--- config.mk ---
export PLATFORM = sky130hd
export DESIGN_NAME = snor_cmd_engine
export DESIGN_NICKNAME = d
export VERILOG_FILES = /design/src/rtl/snor_pkg.sv /design/src/rtl/snor_addr_build.sv /design/src/rtl/snor_resp_pipe.sv /design/src/rtl/snor_cmd_engine.sv
export SDC_FILE = /design/constraint.sdc
export NUM_CORES = 1
export LEC_CHECK = 0
export BUFFER_PORTS_ARGS = -buffer_cell sky130_fd_sc_hd__buf_2
export CORE_MARGIN = 1.5
export CORE_UTILIZATION = 30
export CTS_CLUSTER_DIAMETER = 30
export DETAILED_ROUTE_END_ITERATION = 8
export PLACE_DENSITY = 0.41
export SYNTH_ARGS = -nofsm -noshare
export SYNTH_HDL_FRONTEND = slang
export SYNTH_SLANG_ARGS = --single-unit
export TNS_END_PERCENT = 100
--- constraint.sdc ---
create_clock -name clk -period 3.94 [get_ports clk]
set_input_delay 0.394 -clock clk [delete_from_list [all_inputs] [get_ports clk]]
set_output_delay 0.394 -clock clk [all_outputs]
set_load 0.02 [all_outputs]
--- src/rtl/snor_pkg.sv ---
package snor_pkg;

  typedef enum logic [2:0] {
    ST_IDLE,
    ST_COLLECT,
    ST_COLLECT_VAR,
    ST_PROGRAM,
    ST_MEMREAD,
    ST_READOUT
  } eng_state_t;

  localparam logic [7:0] OP_WREN  = 8'h06;
  localparam logic [7:0] OP_WRDI  = 8'h04;
  localparam logic [7:0] OP_RDSR  = 8'h05;
  localparam logic [7:0] OP_WRSR  = 8'h01;
  localparam logic [7:0] OP_RDFS  = 8'h70;
  localparam logic [7:0] OP_RDID  = 8'h9F;
  localparam logic [7:0] OP_READ  = 8'h03;
  localparam logic [7:0] OP_FAST  = 8'h0B;
  localparam logic [7:0] OP_PROG  = 8'h02;
  localparam logic [7:0] OP_RSTEN = 8'h66;
  localparam logic [7:0] OP_RST   = 8'h99;
  localparam logic [7:0] OP_EN4B  = 8'hB7;
  localparam logic [7:0] OP_EX4B  = 8'hE9;
  localparam logic [7:0] OP_RDEXT = 8'hC8;
  localparam logic [7:0] OP_WREXT = 8'hC5;
  localparam logic [7:0] OP_RDCFG = 8'h85;
  localparam logic [7:0] OP_WRCFG = 8'h81;

  localparam int ID_LEN = 6;

endpackage

--- src/rtl/snor_addr_build.sv ---
module snor_addr_build #(
  parameter int ADDR_W = 26
) (
  input  logic [31:0]       lanes,
  input  logic              four_b,
  input  logic [7:0]        ext_addr,
  output logic [ADDR_W-1:0] addr
);
  logic [31:0] wide;

  // lanes holds the first four collected bytes, first byte in the top lane
  always_comb begin
    if (four_b) wide = lanes;
    else        wide = {ext_addr, lanes[31:8]};
  end

  assign addr = wide[ADDR_W-1:0];
endmodule

--- src/rtl/snor_resp_pipe.sv ---
module snor_resp_pipe (
  input  logic       clk,
  input  logic       rst,
  input  logic       in_valid,
  input  logic       in_from_mem,
  input  logic [7:0] in_byte,
  input  logic [7:0] mem_rdata,
  output logic       resp_valid,
  output logic [7:0] resp_byte
);
  logic       s1_v, s2_v, s1_m, s2_m;
  logic [7:0] s1_b, s2_b;

  // stage 1 lines up with the array request, stage 2 with the array data
  always_ff @(posedge clk) begin
    if (rst) begin
      s1_v <= 1'b0; s1_m <= 1'b0; s1_b <= '0;
      s2_v <= 1'b0; s2_m <= 1'b0; s2_b <= '0;
      resp_valid <= 1'b0;
      resp_byte  <= '0;
    end else begin
      s1_v <= in_valid; s1_m <= in_from_mem; s1_b <= in_byte;
      s2_v <= s1_v;     s2_m <= s1_m;        s2_b <= s1_b;
      resp_valid <= s2_v;
      resp_byte  <= s2_m ? mem_rdata : s2_b;
    end
  end
endmodule

--- src/rtl/snor_cmd_engine.sv ---
module snor_cmd_engine
  import snor_pkg::*;
#(
  parameter int          ADDR_W    = 26,
  parameter int          BUF_DEPTH = 16,
  parameter int          ID_BYTES  = 3,
  parameter logic [47:0] DEV_ID    = 48'hC2_20_19_AA_BB_CC,
  parameter logic [7:0]  VCFG_INIT = 8'h80
) (
  input  logic              clk,
  input  logic              rst,
  input  logic              cs_n,
  input  logic              xfer_valid,
  input  logic [7:0]        xfer_rx,
  output logic              resp_valid,
  output logic [7:0]        resp_byte,
  output logic              mem_re,
  output logic              mem_we,
  output logic [ADDR_W-1:0] mem_addr,
  output logic [7:0]        mem_wdata,
  input  logic [7:0]        mem_rdata
);
  localparam int CNT_W  = $clog2(BUF_DEPTH + 1);
  localparam int IDX_W  = $clog2(BUF_DEPTH);
  localparam int NEED_W = CNT_W + 2;

  eng_state_t        state;
  logic [7:0]        cmd;
  logic [NEED_W-1:0] need;
  logic [CNT_W-1:0]  len;
  logic [IDX_W-1:0]  pos, rlen;
  logic              loop_rd;
  logic [7:0]        buf_q [BUF_DEPTH];
  logic              wel, rsten, four_b;
  logic [7:0]        ext_addr, vcfg;
  logic [5:0]        prot;
  logic [ADDR_W-1:0] cur_addr;

  logic [7:0]        lane [4];
  logic [ADDR_W-1:0] addr_c;
  logic [2:0]        alen;
  logic              go, last_byte;
  logic              r_mem;
  logic [7:0]        r_byte;

  assign go        = xfer_valid & ~cs_n;
  assign alen      = four_b ? 3'd4 : 3'd3;
  assign last_byte = (NEED_W'(len) + NEED_W'(1)) == need;

  // the byte arriving now stands in for the buffer slot it will fill
  for (genvar g = 0; g < 4; g++) begin : g_lane
    assign lane[g] = (len == CNT_W'(g)) ? xfer_rx : buf_q[g];
  end

  snor_addr_build #(.ADDR_W(ADDR_W)) u_addr (
    .lanes    ({lane[0], lane[1], lane[2], lane[3]}),
    .four_b   (four_b),
    .ext_addr (ext_addr),
    .addr     (addr_c)
  );

  always_comb begin
    r_mem  = (state == ST_MEMREAD);
    r_byte = (state == ST_READOUT) ? buf_q[pos] : 8'h00;
  end

  snor_resp_pipe u_resp (
    .clk         (clk),
    .rst         (rst),
    .in_valid    (go),
    .in_from_mem (r_mem),
    .in_byte     (r_byte),
    .mem_rdata   (mem_rdata),
    .resp_valid  (resp_valid),
    .resp_byte   (resp_byte)
  );

  always_ff @(posedge clk) begin
    if (rst) begin
      state    <= ST_IDLE;
      cmd      <= 8'h00;
      need     <= '0;
      len      <= '0;
      pos      <= '0;
      rlen     <= '0;
      loop_rd  <= 1'b0;
      wel      <= 1'b0;
      rsten    <= 1'b0;
      four_b   <= 1'b0;
      ext_addr <= 8'h00;
      vcfg     <= VCFG_INIT;
      prot     <= '0;
      cur_addr <= '0;
      mem_re   <= 1'b0;
      mem_we   <= 1'b0;
      mem_addr <= '0;
      mem_wdata <= 8'h00;
      for (int i = 0; i < BUF_DEPTH; i++) buf_q[i] <= 8'h00;
    end else begin
      mem_re <= 1'b0;
      mem_we <= 1'b0;
      if (cs_n) begin
        // deselect: finish a pending variable-length write, then idle
        if (state == ST_COLLECT_VAR) begin
          if (len != '0) prot <= buf_q[0][7:2];
          wel <= 1'b0;
        end
        state   <= ST_IDLE;
        loop_rd <= 1'b0;
      end else if (xfer_valid) begin
        case (state)
          ST_IDLE: begin
            cmd <= xfer_rx;
            len <= '0;
            pos <= '0;
            if (xfer_rx != OP_RST) rsten <= 1'b0;
            case (xfer_rx)
              OP_WREN:  wel <= 1'b1;
              OP_WRDI:  wel <= 1'b0;
              OP_EN4B:  four_b <= 1'b1;
              OP_EX4B:  four_b <= 1'b0;
              OP_RSTEN: rsten <= 1'b1;
              OP_RST: begin
                if (rsten) begin
                  wel      <= 1'b0;
                  four_b   <= 1'b0;
                  ext_addr <= 8'h00;
                  vcfg     <= VCFG_INIT;
                  prot     <= '0;
                end
                rsten <= 1'b0;
              end
              OP_RDSR: begin
                buf_q[0] <= {prot, wel, 1'b0};
                rlen <= IDX_W'(1); loop_rd <= 1'b1; state <= ST_READOUT;
              end
              OP_RDFS: begin
                buf_q[0] <= {1'b1, 6'b0, four_b};
                rlen <= IDX_W'(1); loop_rd <= 1'b1; state <= ST_READOUT;
              end
              OP_RDCFG: begin
                buf_q[0] <= vcfg;
                rlen <= IDX_W'(1); loop_rd <= 1'b0; state <= ST_READOUT;
              end
              OP_RDEXT: begin
                buf_q[0] <= ext_addr;
                rlen <= IDX_W'(1); loop_rd <= 1'b0; state <= ST_READOUT;
              end
              OP_RDID: begin
                for (int i = 0; i < ID_LEN; i++)
                  buf_q[i] <= (i < ID_BYTES) ? DEV_ID[47-8*i -: 8] : 8'h00;
                rlen <= IDX_W'(ID_LEN); loop_rd <= 1'b0; state <= ST_READOUT;
              end
              OP_READ, OP_PROG: begin
                need  <= NEED_W'(alen);
                state <= ST_COLLECT;
              end
              OP_FAST: begin
                need  <= NEED_W'(alen) + NEED_W'(vcfg[7:4]);
                state <= ST_COLLECT;
              end
              OP_WREXT, OP_WRCFG: begin
                if (wel) begin
                  need  <= NEED_W'(1);
                  state <= ST_COLLECT;
                end
              end
              OP_WRSR: begin
                if (wel) begin
                  need  <= NEED_W'(2);
                  state <= ST_COLLECT_VAR;
                end
              end
              default: state <= ST_IDLE;
            endcase
          end
          ST_COLLECT, ST_COLLECT_VAR: begin
            if (len == CNT_W'(BUF_DEPTH)) begin
              state <= ST_IDLE;
            end else begin
              buf_q[len[IDX_W-1:0]] <= xfer_rx;
              len <= len + CNT_W'(1);
              if (last_byte) begin
                state <= ST_IDLE;
                case (cmd)
                  OP_READ, OP_FAST: begin
                    cur_addr <= addr_c;
                    state    <= ST_MEMREAD;
                  end
                  OP_PROG: begin
                    cur_addr <= addr_c;
                    state    <= ST_PROGRAM;
                  end
                  OP_WREXT: ext_addr <= xfer_rx;
                  OP_WRCFG: vcfg <= xfer_rx;
                  OP_WRSR: begin
                    prot <= buf_q[0][7:2];
                    vcfg <= xfer_rx;
                    wel  <= 1'b0;
                  end
                  default: state <= ST_IDLE;
                endcase
              end
            end
          end
          ST_PROGRAM: begin
            if (wel) begin
              mem_we    <= 1'b1;
              mem_addr  <= cur_addr;
              mem_wdata <= xfer_rx;
            end
            cur_addr <= cur_addr + ADDR_W'(1);
          end
          ST_MEMREAD: begin
            mem_re   <= 1'b1;
            mem_addr <= cur_addr;
            cur_addr <= cur_addr + ADDR_W'(1);
          end
          ST_READOUT: begin
            if (pos == rlen - IDX_W'(1)) begin
              pos <= '0;
              if (!loop_rd) state <= ST_IDLE;
            end else begin
              pos <= pos + IDX_W'(1);
            end
          end
          default: state <= ST_IDLE;
        endcase
      end
    end
  end

  AST_RESP_LATENCY: assert property (@(posedge clk) disable iff (rst)
    (xfer_valid && !cs_n) |-> ##3 resp_valid);

  AST_PROGRAM_NEEDS_WEL: assert property (@(posedge clk) disable iff (rst)
    mem_we |-> $past(wel));

  AST_ONE_ARRAY_OP: assert property (@(posedge clk) disable iff (rst)
    !(mem_re && mem_we));

  AST_NO_OVERFLOW: assert property (@(posedge clk) disable iff (rst)
    len <= CNT_W'(BUF_DEPTH));

  AST_DESELECT_IDLE: assert property (@(posedge clk) disable iff (rst)
    cs_n |=> (state == ST_IDLE));

endmodule

# After elaboration in Yosys (flattened, before gate mapping)
# Memories as Yosys holds them, arrays and structs flattened. A register that Yosys moved wholly into a read port is not among the register bits.
# Cells that the tools add are included.
[classes] n_bitwise=16 n_shift=0 n_reduce_logical=48 order_cmp=0 mul=0 div=0 n_addsub=6 muxes=118 n_eq_ne=61
[op_table] operator="8-bit 2-to-1 mux" count=26
[op_table] operator="26-bit 2-to-1 mux" count=5
[op_table] operator="26-bit one-hot mux with 2 select lines" count=2
[op_table] operator="8-bit == test (second input constant)" count=10
[op_table] operator="6-bit 2-to-1 mux" count=9
[op_table] operator="1-bit 2-to-1 mux" count=49
[op_table] operator="8-bit by 2-bit == test with 1-bit output (second input constant)" count=4
[op_table] operator="8-bit one-hot mux with 2 select lines" count=2
[op_table] operator="8-bit AND reduction" count=4
[op_table] operator="7-bit one-hot mux with 4 select lines" count=1
[op_table] operator="26-bit by 1-bit adder with 26-bit output (second input constant)" count=1
[op_table] operator="8-bit by 3-bit == test with 1-bit output (second input constant)" count=3
[op_table] operator="2-bit != test (second input constant)" count=11
[op_table] operator="3-bit 2-to-1 mux" count=7
[op_table] operator="4-bit AND reduction" count=5
[op_table] operator="3-bit != test (second input constant)" count=6
[op_table] operator="2-bit OR reduction" count=9
[op_table] operator="8-bit by 1-bit == test with 1-bit output (second input constant)" count=2
[op_table] operator="8-bit by 4-bit == test with 1-bit output (second input constant)" count=2
[op_table] operator="8-bit by 7-bit == test with 1-bit output (second input constant)" count=2
[op_table] operator="4-bit one-hot mux with 2 select lines" count=2
[op_table] operator="3-bit one-hot mux with 5 select lines" count=1
[op_table] operator="7-bit 2-to-1 mux" count=2
[op_table] operator="2-bit nonzero test" count=7
[op_table] operator="other kinds (43)" count=77
[word_totals] output_inout_bits=45 latch_bits=0 ram_bits=128 elab_cells=275 mem_count=1 input_bits=20 rom_bits=0 ff_bits=140
[mem_list] name="buf_q" depth=16 width=8 rd=5 rd_ports_with_merged_regs=1 write_ports=16 line="snor_cmd_engine.sv:33" rtl="logic [7:0] buf_q [BUF_DEPTH];"

# Longest topological paths before layout
[depth] depth_word=13 mapped_depth=10 mapped_depth_nobuf=9

# Cells and area by module
# A second synthesis with hierarchy kept.
[unflattened] cells_unflattened=1287 area_unflattened_um2=13827.0
[modules_own_cells] mod="snor_cmd_engine" seq_area_each_um2=6226.0 instances=1 area_per_inst_um2=12542.0 cells_per_inst=1188
[modules_own_cells] mod="snor_resp_pipe" seq_area_each_um2=580.6 instances=1 area_per_inst_um2=865.8 cells_per_inst=70
[modules_own_cells] mod="snor_addr_build" seq_area_each_um2=0.0 instances=1 area_per_inst_um2=419.2 cells_per_inst=29

# Worst setup path before layout
# Ideal clock, no wire load.
[synth_path] path_kind="reg-to-reg" from="register len[0]" to="memory buf_q[13][0], enable pin" arrival_time_ps=2412 required_time_ps=3556 path_buffers=1 stages_incl_launch_ff=9 synth_period_minus_slack_ps=2796 slack_ps=1144 setup_time_ps=384 cell_sequence="dfxtp_1 > inv_1 > ha_1 > and4bb_2 > nor3_1 > and2_1 > clkbuf_1 > nand2_1 > o21ai_0"
[synth_lines] element="start: declaration" line="snor_cmd_engine.sv:30" rtl="logic [CNT_W-1:0] len;"
[synth_lines] element="start signal: assignment" line="snor_cmd_engine.sv:182" rtl="len <= len + CNT_W'(1);"
[synth_lines] element="end: declaration" line="snor_cmd_engine.sv:33"

==> summary.json <==
{
  "worst_setup_path": {
    "critPathKind": "reg2reg",
    "worst_path_largest_cell_delay_ns": 0.98,
    "crit_path_start_kind": "flop",
    "cp.arrival_ns": 3.67,
    "cp.required_ns": 4.13,
    "crit_path_cell_trace": "inv_1, ha_1, and4bb_2, nor3_1, and2_1, nand2_1, o21ai_0",
    "worstSetupEndpointType": "flop",
    "cpMaxStageDelayCell": "sky130_fd_sc_hd__o21ai_0",
    "crit_path_max_fanout": 10
  },
  "global_route": {
    "first_global_vias": 10600,
    "wire_length_of_the_first_global_routing_pass_mm": 66.9,
    "antenna_found_initial": 0,
    "met2_usage": 0.281,
    "total_track_usage": 0.191,
    "globalRouteMet3Util": 0.0372,
    "grt_max_degree": 57,
    "grt_remaining_overflow": 0,
    "globalRouteMet1Util": 0.270,
    "top_usage_layer": "met2"
  },
  "route": {
    "drt_drc_violations_left": 0,
    "finalWirelength_mm": 43.6,
    "routed_via_density": 5.18,
    "drt_iter0_drc": 770,
    "wl_per_cell_microns": 21.1,
    "final_antenna_net_count": 0,
    "dr_total_vias": 10700,
    "drt-pass1-iter-count": 5
  },
  "job": {
    "max_cap_viol_count": 0
  },
  "final_layout": {
    "antenna_cells": 0,
    "design.final.nets": 1449,
    "layout.core_utilization": 0.382,
    "post-route-cell-area_sq_um": 16900,
    "flow.area_growth_from_synthesis_pct": 25.2,
    "layout.cells.most_common_list": "147 x sky130_fd_sc_hd__nand2_1, 143 x sky130_fd_sc_hd__dfxtp_1, 128 x sky130_fd_sc_hd__edfxtp_1",
    "mostFrequentLayoutCell": "sky130_fd_sc_hd__nand2_1",
    "drive_gt1_frac": 0.200
  },
  "pwr": {
    "p_sw_frac": 0.223,
    "clock_network_fraction_of_total_power": 0.628,
    "vdd.ir_drop.worst_uv": 280,
    "p_comb_frac": 0.036,
    "power_frac_seq": 0.336,
    "static-leakage-power_nw": 5.99,
    "power.switching_mw": 2.05,
    "cellInternalPower_mw": 7.13,
    "power_per_cell_area_nw_per_um2": 541
  },
  "timing": {
    "final.period_utilization": 0.884,
    "timing.final.hold_violations": 0,
    "setup_ws_ns": 0.457,
    "min_period_ns": 3.48,
    "fmax_ghz": 0.287,
    "finalHoldWorstSlack_ns": 0.0541,
    "number_of_pins_with_negative_max_slew_slack_in_the_final_report": 0,
    "max-slew-margin-rel": 0.223,
    "fin_skew_ns": 0.0179,
    "fin_tns_setup_ns": 0,
    "max_slew.worst_pin.slew_ns": 1.15,
    "unrepaired_setup_endpoints_after_global_routing": "no",
    "setup_viol_count_final": 0
  },
  "place": {
    "gp_routability_congestion": 0.804,
    "placement.setup.worst_slack_ns": 0.458,
    "post_dp_cell_area_sq_um": 14500,
    "dpl.hpwl_mm": 30.1,
    "numPortBuffers": 64
  },
  "clock_network": {
    "cts.repair.resized": 0,
    "cts_inserted_buffers": 73,
    "cts_htree_levels": 3,
    "cts_sinks": 272,
    "cts-hold-fix-buffers": 0,
    "postCtsSetupRepairBufs": 0,
    "clkLatencyLatePin_ns": 0.58,
    "clkSlewWorstSetupHoldPaths_ns": 0.04,
    "clockRootBuffer": "sky130_fd_sc_hd__clkbuf_16",
    "cts_tree": "built",
    "cts.path.max_buffers": 3
  },
  "synth": {
    "yosysWarnings": 0,
    "synth_simple_gate_area_frac": 0.212,
    "synth-async-reset-ratio": 0,
    "syn_avg_cell_area_sq_um": 10.1,
    "synth-edff-count": 128,
    "synth_top_family_by_area": "simple AND/OR/NAND/NOR gates",
    "synth.mux.area_fraction": 0.0941,
    "synthXorXnorAreaFrac": 0.0129,
    "synth_compound_gate_area_share": 0.132,
    "synth_top_flop_cell": "sky130_fd_sc_hd__dfxtp_1",
    "synth-seq-area-share": 0.497,
    "synthesis.nets": 1376,
    "synth_adder_area_share": 0.0124,
    "post_synth_instance_area_sq_um": 13500,
    "syn-instance-count": 1344,
    "netlist-cell-type-count": 79,
    "ys_ff_latch": 272
  },
  "floorplanning": {
    "boundaryPins": 65,
    "start_util": 0.305,
    "floorplan.die.width_microns": 215,
    "core_region_area_sq_um": 44400,
    "area_of_the_die_sq_um": 46400,
    "rows": 77,
    "fp.dieH_microns": 215
  },
  "outcome": {
    "run_status": "finished, final reports clean"
  },
  "worst_hold_path": {
    "hold_class": "in2reg"
  }
}
kinds of logic after synthesis:
group	after synthesis
compound gates	288
xor+xnor	20
fa+ha+maj	13
buf+inv	134
flops	272
mux	77
simple gates	540
final timing paths:
| kind | start | to | slack, ns | cells after the start |
|---|---|---|---|---|
| worst min register to register | u_resp.s1_b[5] | u_resp.s2_b[5] | 0.43 | 1 |
| worst max register to register | len[0] | buf_q[7][6] | 0.46 | 7 |
| worst min-delay path | mem_rdata[2] | u_resp.resp_byte[2] | 0.05 | 3 |
| worst max-delay path | len[0] | buf_q[7][6] | 0.46 | 7 |
registers in the layout (all words and copies together) (netlist names), 4 cells and up:
signal,cells
prot,6
cur_addr,26
ext_addr,8
u_resp.resp_byte,8
u_resp.s2_b,8
u_resp.s1_b,8
vcfg,8
cmd,8
len,5
mem_addr,26
pos,4
buf_q,128
need,5
mem_wdata,8
metrics by stage:
step / total power, mW / cells
floorplan: 3.30 / 1344
global placement: 3.46 / 1934
detailed placement: 3.46 / 1934
CTS: 9.28 / 2066
global route: 9.47 / 2066
finish: 9.17 / 2066
routing by layer:
metal | vias up | wire length [microns]
met1 | 5233 | 20800
met3 | 79 | 2320
met4 | 0 | 1410
met5 | - | 0
li1 | 5106 | -
met2 | 289 | 19100
synthesized netlist by cell type, types with 22 or more instances:
cell type                  instances  area (sq um)
sky130_fd_sc_hd__a21oi_1          99           495
sky130_fd_sc_hd__clkbuf_1         82           308
sky130_fd_sc_hd__nand3_1          25           125
sky130_fd_sc_hd__mux2i_1          35           350
sky130_fd_sc_hd__o21ai_0          77           385
sky130_fd_sc_hd__nor2_1           83           312
sky130_fd_sc_hd__nand2_1         147           552
sky130_fd_sc_hd__dfxtp_1         144          2880
sky130_fd_sc_hd__nor3_1           64           320
sky130_fd_sc_hd__nor2b_1          27           169
sky130_fd_sc_hd__buf_2            22           110
sky130_fd_sc_hd__and2_1           80           500
sky130_fd_sc_hd__edfxtp_1        128          3840
sky130_fd_sc_hd__mux4_2           40           901
power groups by stage:
| stage | Clock (mW) | Sequential, mW | Combinational [mW] |
|---|---|---|---|
| floorplan | 0 | 3.09 | 0.206 |
| finish | 5.76 | 3.08 | 0.330 |
| global route | 6.03 | 3.08 | 0.356 |
| global placement | 0 | 3.13 | 0.334 |
| CTS | 5.87 | 3.08 | 0.335 |
| detailed placement | 0 | 3.13 | 0.334 |
critical path, delay by kind of cell (launching register included):
| kind | cells | cell delay (ns) |
|---|---|---|
| AO/OA/AOI/OAI | 1 | 0.98 |
| adder cells (fa/ha/maj) | 1 | 0.26 |
| buffers and inverters | 1 | 0.11 |
| flip-flops | 1 | 0.46 |
| AND/OR/NAND/NOR | 4 | 1.28 |
layout make-up:
type	count	area [sq um]
clock buffer	98	2020
clock inverter	34	404
fill	4400	27500
inverter	21	78.8
multi-input combinational	938	6280
sequential	272	6730
tap	592	741
timing repair buffer	111	688
(Power assumes the default switching activity.)
